## src/rtl/rdpg_pkg.sv

```systemverilog
`timescale 1ns/1ps
// Package: shared phase type and timing constants for the retriggerable
// delayed pulse generator. Assumes nothing beyond IEEE 1800-2017.
package rdpg_pkg;

    // Sequencer phase: waiting, pre-pulse delay, pulse high, inter-pulse low.
    typedef enum logic [1:0] {
        PH_IDLE  = 2'd0,
        PH_DELAY = 2'd1,
        PH_HIGH  = 2'd2,
        PH_LOW   = 2'd3
    } phase_e;

    // Smallest number of active source edges between trigger and first pulse.
    localparam int unsigned MIN_LEAD = 2;

endpackage

```

## src/rtl/rdpg_sync_edge.sv

```systemverilog
`timescale 1ns/1ps
// Module: rdpg_sync_edge
// Brings an asynchronous level into the clk domain through a STAGES-deep
// flop chain and emits a one-cycle pulse on the selected edge.
// Assumes the input stays at each level for at least two clk periods.
module rdpg_sync_edge #(
    parameter int unsigned STAGES = 2
) (
    input  logic clk,
    input  logic rst_n,
    input  logic async_in,
    input  logic fall_sel,
    output logic edge_pulse
);

    logic [STAGES-1:0] chain;
    logic              last_lvl;
    logic              cur_lvl;

    assign cur_lvl = chain[STAGES-1];

    // Synchronizer chain and previous-level register for edge detection.
    always_ff @(posedge clk) begin
        if (!rst_n) begin
            chain    <= '0;
            last_lvl <= 1'b0;
        end else begin
            chain    <= {chain[STAGES-2:0], async_in};
            last_lvl <= cur_lvl;
        end
    end

    // Edge select: rising when fall_sel is 0, falling when it is 1.
    always_comb begin
        if (fall_sel) edge_pulse = last_lvl & ~cur_lvl;
        else          edge_pulse = ~last_lvl & cur_lvl;
    end

endmodule

```

## src/rtl/rdpg_cfg_latch.sv

```systemverilog
`timescale 1ns/1ps
// Module: rdpg_cfg_latch
// Captures the timing configuration when a trigger is accepted and applies
// the floors: lead >= MIN_LEAD, width/gap/count >= 1. A skipped delay is
// replaced by MIN_LEAD. Assumes load is a single-cycle strobe.
module rdpg_cfg_latch
    import rdpg_pkg::*;
#(
    parameter int unsigned CNT_W = 16,
    parameter int unsigned NUM_W = 8
) (
    input  logic             clk,
    input  logic             rst_n,
    input  logic             load,
    input  logic             full_delay,
    input  logic [CNT_W-1:0] delay_raw,
    input  logic [CNT_W-1:0] width_raw,
    input  logic [CNT_W-1:0] gap_raw,
    input  logic [NUM_W-1:0] count_raw,
    output logic [CNT_W-1:0] lead_q,
    output logic [CNT_W-1:0] width_q,
    output logic [CNT_W-1:0] gap_q,
    output logic [NUM_W-1:0] count_q
);

    localparam logic [CNT_W-1:0] LEAD_FLOOR = CNT_W'(MIN_LEAD);
    localparam logic [CNT_W-1:0] CNT_ONE    = CNT_W'(1);
    localparam logic [NUM_W-1:0] NUM_ONE    = NUM_W'(1);

    logic [CNT_W-1:0] lead_n;
    logic [CNT_W-1:0] width_n;
    logic [CNT_W-1:0] gap_n;
    logic [NUM_W-1:0] count_n;

    // Floors and delay-mode selection applied to the raw inputs.
    always_comb begin
        if (full_delay && (delay_raw > LEAD_FLOOR)) lead_n = delay_raw;
        else                                        lead_n = LEAD_FLOOR;
        width_n = (width_raw == '0) ? CNT_ONE : width_raw;
        gap_n   = (gap_raw   == '0) ? CNT_ONE : gap_raw;
        count_n = (count_raw == '0) ? NUM_ONE : count_raw;
    end

    // Holding registers, written only on trigger acceptance.
    always_ff @(posedge clk) begin
        if (!rst_n) begin
            lead_q  <= LEAD_FLOOR;
            width_q <= CNT_ONE;
            gap_q   <= CNT_ONE;
            count_q <= NUM_ONE;
        end else if (load) begin
            lead_q  <= lead_n;
            width_q <= width_n;
            gap_q   <= gap_n;
            count_q <= count_n;
        end
    end

endmodule

```

## src/rtl/rdpg_seq.sv

```systemverilog
`timescale 1ns/1ps
// Module: rdpg_seq
// Phase sequencer: accepts a trigger only when idle and enabled, then
// counts active source ticks through delay, high and low phases until the
// programmed number of pulses is done. Assumes the cfg_* inputs are stable
// from the cycle after accept until the generation ends.
module rdpg_seq
    import rdpg_pkg::*;
#(
    parameter int unsigned CNT_W = 16,
    parameter int unsigned NUM_W = 8
) (
    input  logic             clk,
    input  logic             rst_n,
    input  logic             enable,
    input  logic             trig,
    input  logic             tick,
    input  logic             delay_every,
    input  logic [CNT_W-1:0] cfg_lead,
    input  logic [CNT_W-1:0] cfg_width,
    input  logic [CNT_W-1:0] cfg_gap,
    input  logic [NUM_W-1:0] cfg_count,
    output logic             accept,
    output logic             full_delay,
    output logic             pulse_out,
    output logic             busy
);

    localparam logic [CNT_W-1:0] CNT_ONE = CNT_W'(1);
    localparam logic [NUM_W-1:0] NUM_ONE = NUM_W'(1);

    phase_e           phase;
    logic [CNT_W-1:0] tick_cnt;
    logic [NUM_W-1:0] pulses_done;
    logic             first_pend;

    assign accept     = enable & trig & (phase == PH_IDLE);
    assign full_delay = delay_every | first_pend;
    assign pulse_out  = (phase == PH_HIGH);
    assign busy       = (phase != PH_IDLE);

    // Phase advance, tick counting and first-trigger tracking.
    always_ff @(posedge clk) begin
        if (!rst_n) begin
            phase       <= PH_IDLE;
            tick_cnt    <= '0;
            pulses_done <= '0;
            first_pend  <= 1'b1;
        end else if (!enable) begin
            phase       <= PH_IDLE;
            tick_cnt    <= '0;
            pulses_done <= '0;
            first_pend  <= 1'b1;
        end else begin
            unique case (phase)
                PH_IDLE: begin
                    if (trig) begin
                        phase       <= PH_DELAY;
                        tick_cnt    <= '0;
                        pulses_done <= '0;
                        first_pend  <= 1'b0;
                    end
                end
                PH_DELAY: begin
                    if (tick) begin
                        if (tick_cnt == cfg_lead - CNT_ONE) begin
                            phase    <= PH_HIGH;
                            tick_cnt <= '0;
                        end else begin
                            tick_cnt <= tick_cnt + CNT_ONE;
                        end
                    end
                end
                PH_HIGH: begin
                    if (tick) begin
                        if (tick_cnt == cfg_width - CNT_ONE) begin
                            tick_cnt <= '0;
                            if (pulses_done == cfg_count - NUM_ONE) begin
                                phase <= PH_IDLE;
                            end else begin
                                phase       <= PH_LOW;
                                pulses_done <= pulses_done + NUM_ONE;
                            end
                        end else begin
                            tick_cnt <= tick_cnt + CNT_ONE;
                        end
                    end
                end
                PH_LOW: begin
                    if (tick) begin
                        if (tick_cnt == cfg_gap - CNT_ONE) begin
                            phase    <= PH_HIGH;
                            tick_cnt <= '0;
                        end else begin
                            tick_cnt <= tick_cnt + CNT_ONE;
                        end
                    end
                end
                default: phase <= PH_IDLE;
            endcase
        end
    end

endmodule

```

## src/rtl/retrig_pulse_gen.sv

```systemverilog
`timescale 1ns/1ps
// Module: retrig_pulse_gen (top)
// Retriggerable delayed pulse generator. Synchronizes gate and source,
// turns gate rising edges into triggers, counts selected source edges for
// delay / width / gap, and emits a pulse or pulse group per trigger.
// Assumes gate_in and src_in levels last at least two clk periods each.
module retrig_pulse_gen #(
    parameter int unsigned CNT_W       = 16,
    parameter int unsigned NUM_W       = 8,
    parameter int unsigned SYNC_STAGES = 2
) (
    input  logic             clk,
    input  logic             rst_n,
    input  logic             enable,
    input  logic             gate_in,
    input  logic             src_in,
    input  logic             src_fall_sel,
    input  logic             delay_every,
    input  logic [CNT_W-1:0] delay_ticks,
    input  logic [CNT_W-1:0] width_ticks,
    input  logic [CNT_W-1:0] gap_ticks,
    input  logic [NUM_W-1:0] pulse_count,
    output logic             pulse_out,
    output logic             busy
);

    logic             gate_rise;
    logic             src_tick;
    logic             accept;
    logic             full_delay;
    logic [CNT_W-1:0] lead_q;
    logic [CNT_W-1:0] width_q;
    logic [CNT_W-1:0] gap_q;
    logic [NUM_W-1:0] count_q;

    rdpg_sync_edge #(.STAGES(SYNC_STAGES)) u_gate_sync (
        .clk        (clk),
        .rst_n      (rst_n),
        .async_in   (gate_in),
        .fall_sel   (1'b0),
        .edge_pulse (gate_rise)
    );

    rdpg_sync_edge #(.STAGES(SYNC_STAGES)) u_src_sync (
        .clk        (clk),
        .rst_n      (rst_n),
        .async_in   (src_in),
        .fall_sel   (src_fall_sel),
        .edge_pulse (src_tick)
    );

    rdpg_cfg_latch #(.CNT_W(CNT_W), .NUM_W(NUM_W)) u_cfg (
        .clk        (clk),
        .rst_n      (rst_n),
        .load       (accept),
        .full_delay (full_delay),
        .delay_raw  (delay_ticks),
        .width_raw  (width_ticks),
        .gap_raw    (gap_ticks),
        .count_raw  (pulse_count),
        .lead_q     (lead_q),
        .width_q    (width_q),
        .gap_q      (gap_q),
        .count_q    (count_q)
    );

    rdpg_seq #(.CNT_W(CNT_W), .NUM_W(NUM_W)) u_seq (
        .clk         (clk),
        .rst_n       (rst_n),
        .enable      (enable),
        .trig        (gate_rise),
        .tick        (src_tick),
        .delay_every (delay_every),
        .cfg_lead    (lead_q),
        .cfg_width   (width_q),
        .cfg_gap     (gap_q),
        .cfg_count   (count_q),
        .accept      (accept),
        .full_delay  (full_delay),
        .pulse_out   (pulse_out),
        .busy        (busy)
    );

endmodule

```

## config.mk

```make
export PLATFORM = sky130hd
export DESIGN_NAME = retrig_pulse_gen
export DESIGN_NICKNAME = d
export VERILOG_FILES = /design/src/rtl/rdpg_pkg.sv /design/src/rtl/rdpg_sync_edge.sv /design/src/rtl/rdpg_cfg_latch.sv /design/src/rtl/rdpg_seq.sv /design/src/rtl/retrig_pulse_gen.sv
export SDC_FILE = /design/constraint.sdc
export NUM_CORES = 1
export LEC_CHECK = 0
export ABC_AREA = 1
export ABC_CLOCK_PERIOD_IN_PS = 2600
export BUFFER_PORTS_ARGS = -buffer_cell sky130_fd_sc_hd__buf_4
export CORE_AREA = 2 2 119 121
export CTS_CLUSTER_DIAMETER = 50
export CTS_CLUSTER_SIZE = 12
export DETAILED_ROUTE_END_ITERATION = 7
export DIE_AREA = 0 0 121 123
export PLACE_DENSITY = 0.6
export REMOVE_ABC_BUFFERS = 1
export SLEW_MARGIN = 40
export SYNTH_ARGS = -nofsm -noshare
export SYNTH_HDL_FRONTEND = slang
export SYNTH_SLANG_ARGS = --single-unit
```

## constraint.sdc

```tcl
create_clock -name clk -period 2.6 [get_ports clk]
set_input_delay 0.26 -clock clk [delete_from_list [all_inputs] [get_ports clk]]
set_output_delay 0.26 -clock clk [all_outputs]
set_load 0.01 [all_outputs]
```

After elaboration in Yosys (flattened, before gate mapping) --
Cells that the tools add are included.
Word-level totals: register bits after elaboration 89, bits of input ports 63, output and inout port bits 2, logic and storage cells 82
Cells by class: $add $sub $neg 6, $lt $le $gt $ge 1, eq/ne operators 15, multiplexer cells 27, bitwise gates (word level) 9, reduce and logical (&&, ||, !) cells 12
Operators with widths (number):
- 16-bit two-way mux | 10
- 16-bit one-hot mux with 4 select lines | 1
- 16-bit == test | 3
- 16-bit by 1-bit subtractor with 16-bit output (second input constant) | 3
- 8-bit two-way mux | 5
- 16-bit zero test | 2
- 16-bit by 1-bit adder with 16-bit output (second input constant) | 1
- 16-bit by 2-bit greater-than comparator with 1-bit output (second input constant) | 1
- 2-bit two-way mux | 8
- 8-bit one-hot mux with 2 select lines | 1
- 2-bit by 1-bit != test with 1-bit output (second input constant) | 5
- 8-bit by 1-bit adder with 8-bit output (second input constant) | 1
- 8-bit == test | 1
- 8-bit zero test | 1
- 2-bit one-hot mux with 4 select lines | 1
- 8-bit by 1-bit subtractor with 8-bit output (second input constant) | 1
- 7-bit AND reduction | 1
- 2-bit != test (second input constant) | 3
- 1-bit bitwise AND | 5
- 5-bit AND reduction | 1
- 2-bit == test (second input constant) | 2
- 2-bit AND reduction | 2
- 4-bit AND reduction | 1
- 2-bit nonzero test | 2
- other kinds (6) | 8

Depth between registers and ports, before layout --
depth after elaboration 6, gate-level depth with buffers 18, gate-level depth less buffers 18

By module --
Synthesis repeated with hierarchy kept, for this count alone.
Unflattened totals: cell total of the unflattened synthesis 990, area, all modules 6256.0 µm²
By module, submodules not included:
- rdpg_seq | times used 1, cells each 670, area each 3736.1 µm², seq. area each 540.5 µm²
- rdpg_cfg_latch | times used 1, cells each 289, area each 2301.0 µm², seq. area each 1121.1 µm²
- rdpg_sync_edge | times used 2, cells each 15, area each 107.6 µm², seq. area each 60.1 µm²
- retrig_pulse_gen | times used 1, cells each 1, area each 3.8 µm², seq. area each 0.0 µm²

Worst setup path after synthesis --
OpenSTA, ideal clock, no wires.
kind flip-flop to flip-flop, from register u_cfg.width_q[0], to register u_seq.tick_cnt[12], setup time 0.132 ns, arrival 1.845 ns, required time 2.468 ns, slack 0.623 ns, stages on the path, launching flop included 14, path buffers 1, clock period less this slack 1.977 ns, path through dfxtp_1 inv_2 ha_1 nand2_1 inv_1 nor3_1 nand3_1 nor3_1 nand2_2 nand2_2 nand3_4 buf_6 nand3_1 a21oi_1
Between the ends: longest elaborated chain between the ends 5
Ends and longest elaborated chain:
- start: declaration | line rdpg_cfg_latch.sv:21 | output logic [CNT_W-1:0] width_q,
- start signal: assignment | line rdpg_cfg_latch.sv:53 | width_q <= width_n;
- 16-bit by 1-bit subtractor with 16-bit output | line rdpg_seq.sv:76 | if (tick_cnt == cfg_width - CNT_ONE) begin
- 16-bit == test | line rdpg_seq.sv:76
- 16-bit two-way mux | line rdpg_seq.sv:76
- 16-bit two-way mux | line rdpg_seq.sv:75 | if (tick) begin
- 16-bit one-hot mux with 4 select lines | line rdpg_seq.sv:55 | unique case (phase)
- end signal: assignment | line rdpg_seq.sv:70 | tick_cnt <= tick_cnt + CNT_ONE;
- end signal: assignment | line rdpg_seq.sv:85 | tick_cnt <= tick_cnt + CNT_ONE;
- end signal: assignment | line rdpg_seq.sv:95 | tick_cnt <= tick_cnt + CNT_ONE;
- end: declaration | line rdpg_seq.sv:33 | logic [CNT_W-1:0] tick_cnt;
Every way passes these cells. The select of a mux whose other input is x is not followed. A chain may end at the register's enable or synchronous reset.

Worst setup path after layout --
from register u_seq.tick_cnt[1], to register u_seq.tick_cnt[14]
Between the ends: longest elaborated chain between the ends 4, elaborated cells between the ends (all ways) 11, classes of those cells add/sub: 1; eq/ne: 3; mux: 7
Ends and longest elaborated chain (line):
- 16-bit by 1-bit adder with 16-bit output, or another cell as far along | rdpg_seq.sv:70, rdpg_seq.sv:85, rdpg_seq.sv:95
- 16-bit two-way mux, on equally long branches | rdpg_seq.sv:91, rdpg_seq.sv:66, rdpg_seq.sv:76
- 16-bit two-way mux, on equally long branches | rdpg_seq.sv:90, rdpg_seq.sv:65, rdpg_seq.sv:75
- 16-bit one-hot mux with 4 select lines * | rdpg_seq.sv:55
Mark *: on every way between the ends. The rest lies on a longest branch, timed or not. The select of a mux whose other input is x is not followed.

==> flow_results.org <==
** Critical path
- Most used cell along the critical path :: sky130_fd_sc_hd__nand2_1
- Cell with the largest stage delay on the worst path :: sky130_fd_sc_hd__dfxtp_1
- The critical path is of the reg -> reg type.
- Reg-to-Reg Start :: u_seq.tick_cnt[1]
- Number of buffer and inverter instances along the worst setup path :: 0
- Crit path capture type :: flop
- The worst register-to-register path has a setup slack of between 0.2 and 0.3 ns.
- Required time of the critical path :: 2.88 ns
- Delay-heaviest family, CP :: simple AND/OR/NAND/NOR gates
- Cell-by-cell trace of the critical path :: ha_1 -> nand2_1 -> nor2_1 -> nand4_1 -> or2_2 -> nor4_2 -> nand2_1 -> xor2_1 -> nand3_1 -> a21oi_1
- End of the critical path :: u_seq.tick_cnt[14]
- The critical path crosses 10 cells after its start point.
- Reg-to-reg critical path endpoint :: u_seq.tick_cnt[14]
- Endpoint arrival time on the critical path :: approximately 2.6 ns
- CP Launch Type :: flop
- In this run the worst path has a maximum fanout of 8.
- In this design, the stage delay of the slowest critical-path cell is 0.53 ns.
- Crit. Startpoint :: u_seq.tick_cnt[1]
- Length in cells of the worst reg-to-reg path :: 10

** Placed design
- The count of buffers added on input and output ports is 64.
- Number of instances in the placed design :: roughly 1.2k
- Routability-driven placement finished with a final weighted congestion of 0.845.
- Post-detail-place hpwl :: between 10 and 15 mm

** Floorplanning
- Chip width :: between 100 and 150 um
- The die is 123 um tall.
- Once the floorplan was initialized, standard cells occupied approximately 44% of the core.
- For this design the top-level I/O count stands at between 60 and 70.
- After floorplanning, the core was divided into 43 placement rows.
- The die covers 14900 um2.
- Total core area :: about 14000 um2

** Clocking
- Clock root buffer master :: sky130_fd_sc_hd__clkbuf_16
- Hold bufs inserted after CTS :: 0
- Clock-pin slew was measured on the worst setup and hold paths at roughly 0.070 ns.
- Number of cells upsized or downsized after cts :: 0
- Number of buffers created by CTS :: 9
- TritonCTS Sinks :: 89
- Max Buffers Root-to-Sink :: 2
- Post-CTS Repair Setup Buffers :: 0
- Number of H-tree branching levels :: 3
- Clock tree from TritonCTS :: built
- Clock latency on the worst-skew pair, taken at its later pin, is 0.35 ns.

** Status
- The flow ran to the end, and the final reports show no timing, DRC or antenna violations.

** Timing
- Worst Tran Pin Value :: 0.563 ns
- The final hold violation count came to 0.
- The clock period could shrink to between 2 and 2.5 ns.
- Headroom to the max-slew limit came out at a little over three fifths.
- Setup clock skew after layout :: about 0.016 ns
- Setup violations remaining at the end of the flow were counted as 0.
- Final number of max-transition violations :: 0
- Final cycle utilization of the critical path :: 89.0%
- For this run, the top clock speed supported by timing is 432 MHz.
- After routing, the total negative slack on setup checks comes to 0 ns.
- Setup repair after global routing missed its margin :: no

** Yosys
- Average cell area after synthesis :: 6.31 um2
- In the synthesized netlist the async set-or-reset flop fraction comes to 0%.
- Leading post-synthesis cells by cell area :: sky130_fd_sc_hd__dfxtp_1 30%, sky130_fd_sc_hd__nand2_1 17%, sky130_fd_sc_hd__nor2_1 7.2%
- Count of cell types in the netlist :: 40
- Flip-flop and latch count after synthesis :: 89
- Synthesis produced approximately 960 cells.
- Primary FF master, synth :: sky130_fd_sc_hd__dfxtp_1
- The largest total area in the synthesized netlist belongs to sky130_fd_sc_hd__dfxtp_1.
- Counting flops with a built-in enable in the synthesized netlist gives 0.
- Most repeated cell in the gate-level netlist after synthesis :: sky130_fd_sc_hd__nand2_1
- Post-synth top area share :: 29.5%
- The share of the Yosys chip area taken by registers is 29.5%.
- List of most frequent post-synthesis cells :: 268 x sky130_fd_sc_hd__nand2_1, 115 x sky130_fd_sc_hd__nor2_1, 101 x sky130_fd_sc_hd__inv_1
- After synthesis the cells add up to 6030 um2.
- Count of warnings emitted by yosys :: 0

** GRT
- Remaining Overflow, GRT :: 0
- Via count of the first global-routing pass :: approximately 5.3k
- The first global-routing pass estimated about 26 mm of wire.
- The number of antenna violations at the first check in global routing came to 0.
- Pin count of the biggest net entering global routing :: 55
- Overall routing resource usage :: 22.4%

** Route
- Vias :: ~5.9k
- Dividing the detail-routed wire length by the instance count gives between 10 and 15 um.
- Routed Antenna Nets :: 0
- Total routed wirelength :: ~15 mm
- Ratio of routed vias to standard cells :: roughly 4.9
- Violation count after the first detailed-route iteration :: a little over 400
- The pre-antenna-repair detailed-routing pass consisted of 4 iterations.
- Post-route DRC violation count :: 0

** Pwr
- Highest ir drop seen on vdd :: a little under 0.4 mV
- For this design the static power due to leakage is roughly 3.2 nW.
- Power per cell area :: about 460 nW/um2

** Final layout
- Relative to the synthesized area, the layout overhead comes to 16.4%.
- The final layout contains 1083 nets.
- Util after Layout :: 51.6%
- The finished layout holds roughly 1.2k standard cells, fillers aside.
- The post-route netlist has 13.7% of its cells at a drive strength greater than 1.
- Antenna fix cells :: 0

** Hold path
- Worst hold-check path type :: in -> reg

** Flow run
- The tool flagged a number of max-cap violations equal to 0.
power breakdown:
group | switching, mW | internal [mW] | total [mW]
registers | 0.0338 | 1.40 | 1.43
logic | 0.268 | 0.191 | 0.459
clock network | 0.528 | 0.813 | 1.34
total | 0.830 | 2.40 | 3.23
metal layers:
metal  track usage, %  part of all wire, %  vias to the layer above  wire length [um]
li1                 -                    -                     3172                 -
met1             30.2                   50                     2599              7670
met2             35.7                   44                       93              6850
met3             5.12                  4.9                       10               757
met4             6.76                  1.2                        0               192
met5                0                    0                        -                 0
how the worst min path moves through the flow:
stage,start,end,slack [ns],cells after the start
after floorplan,rst_n,u_cfg.count_q[0],0.33,1
after global placement,u_src_sync.chain[0],u_src_sync.chain[1],0.39,2
after detailed placement,u_src_sync.chain[0],u_src_sync.chain[1],0.40,2
after CTS,gate_in,u_gate_sync.chain[0],0.09,3
after global routing,gate_in,u_gate_sync.chain[0],0.1,3
final,gate_in,u_gate_sync.chain[0],0.09,3
sequential cells by signal, indices dropped and copies added (netlist names):
| name | flops |
|---|---|
| u_cfg.gap_q | 16 |
| u_cfg.lead_q | 16 |
| u_cfg.width_q | 16 |
| u_seq.tick_cnt | 16 |
| u_cfg.count_q | 8 |
| u_seq.pulses_done | 8 |
| u_gate_sync.chain | 2 |
| u_seq.phase | 2 |
| u_src_sync.chain | 2 |
| u_gate_sync.last_lvl | 1 |
| u_seq.first_pend | 1 |
| u_src_sync.last_lvl | 1 |
cells in the final DEF, fill, tap and decap left out, types with 6 or more instances in the layout:
cell                        count
sky130_fd_sc_hd__nand2_1      268
sky130_fd_sc_hd__nor2_1       115
sky130_fd_sc_hd__inv_1        100
sky130_fd_sc_hd__dfxtp_1       89
sky130_fd_sc_hd__buf_4         79
sky130_fd_sc_hd__a21oi_1       62
sky130_fd_sc_hd__nand3_1       59
sky130_fd_sc_hd__xor2_1        41
sky130_fd_sc_hd__o21ai_0       39
sky130_fd_sc_hd__xnor2_1       24
sky130_fd_sc_hd__a211oi_1      15
sky130_fd_sc_hd__nor2_2        14
sky130_fd_sc_hd__nor4_1        13
sky130_fd_sc_hd__nand4_1       13
sky130_fd_sc_hd__nor3_1        13
sky130_fd_sc_hd__nand3b_1      11
sky130_fd_sc_hd__nand2_2        9
sky130_fd_sc_hd__clkbuf_16      9
sky130_fd_sc_hd__inv_2          7
sky130_fd_sc_hd__nor2_4         6
sky130_fd_sc_hd__ha_1           6
layout make-up:
class,count,area (um2)
flip-flops and latches,89,1780
fillers,1450,6590
multi-input cells,727,3690
well taps,180,225
clock inverters,2,37.5
repair buffers,80,613
clock buffers,12,267
inverters,107,402
kinds of logic after synthesis:
family                   synth area share, %
buffers and inverters                   9.21
AO/OA/AOI/OAI                           11.3
XOR/XNOR                                9.44
AND/OR/NAND/NOR                         39.2
adder cells (fa/ha/maj)                 1.25
flip-flops                              29.5
stage by stage:
step	worst slack [ns]	hold slack, ns	area (um2)	power (mW)
finish	0.286	0.0923	7020	3.23
global route	0.0214	0.0992	7020	3.41
CTS	0.277	0.0860	7020	3.28
detailed placement	0.295	0.398	6710	1.92
global placement	0.322	0.392	6710	1.92
floorplan	0.312	0.329	5880	1.74
worst reg2reg max path, stage by stage (launching register included):
cell                      delay [ns]
sky130_fd_sc_hd__dfxtp_1        0.53
sky130_fd_sc_hd__ha_1           0.25
sky130_fd_sc_hd__nand2_1        0.06
sky130_fd_sc_hd__nor2_1         0.20
sky130_fd_sc_hd__nand4_1        0.14
sky130_fd_sc_hd__or2_2          0.34
sky130_fd_sc_hd__nor4_2         0.26
sky130_fd_sc_hd__nand2_1        0.11
sky130_fd_sc_hd__xor2_1         0.14
sky130_fd_sc_hd__nand3_1        0.09
sky130_fd_sc_hd__a21oi_1        0.13
Power figures use the tool's default switching activity.
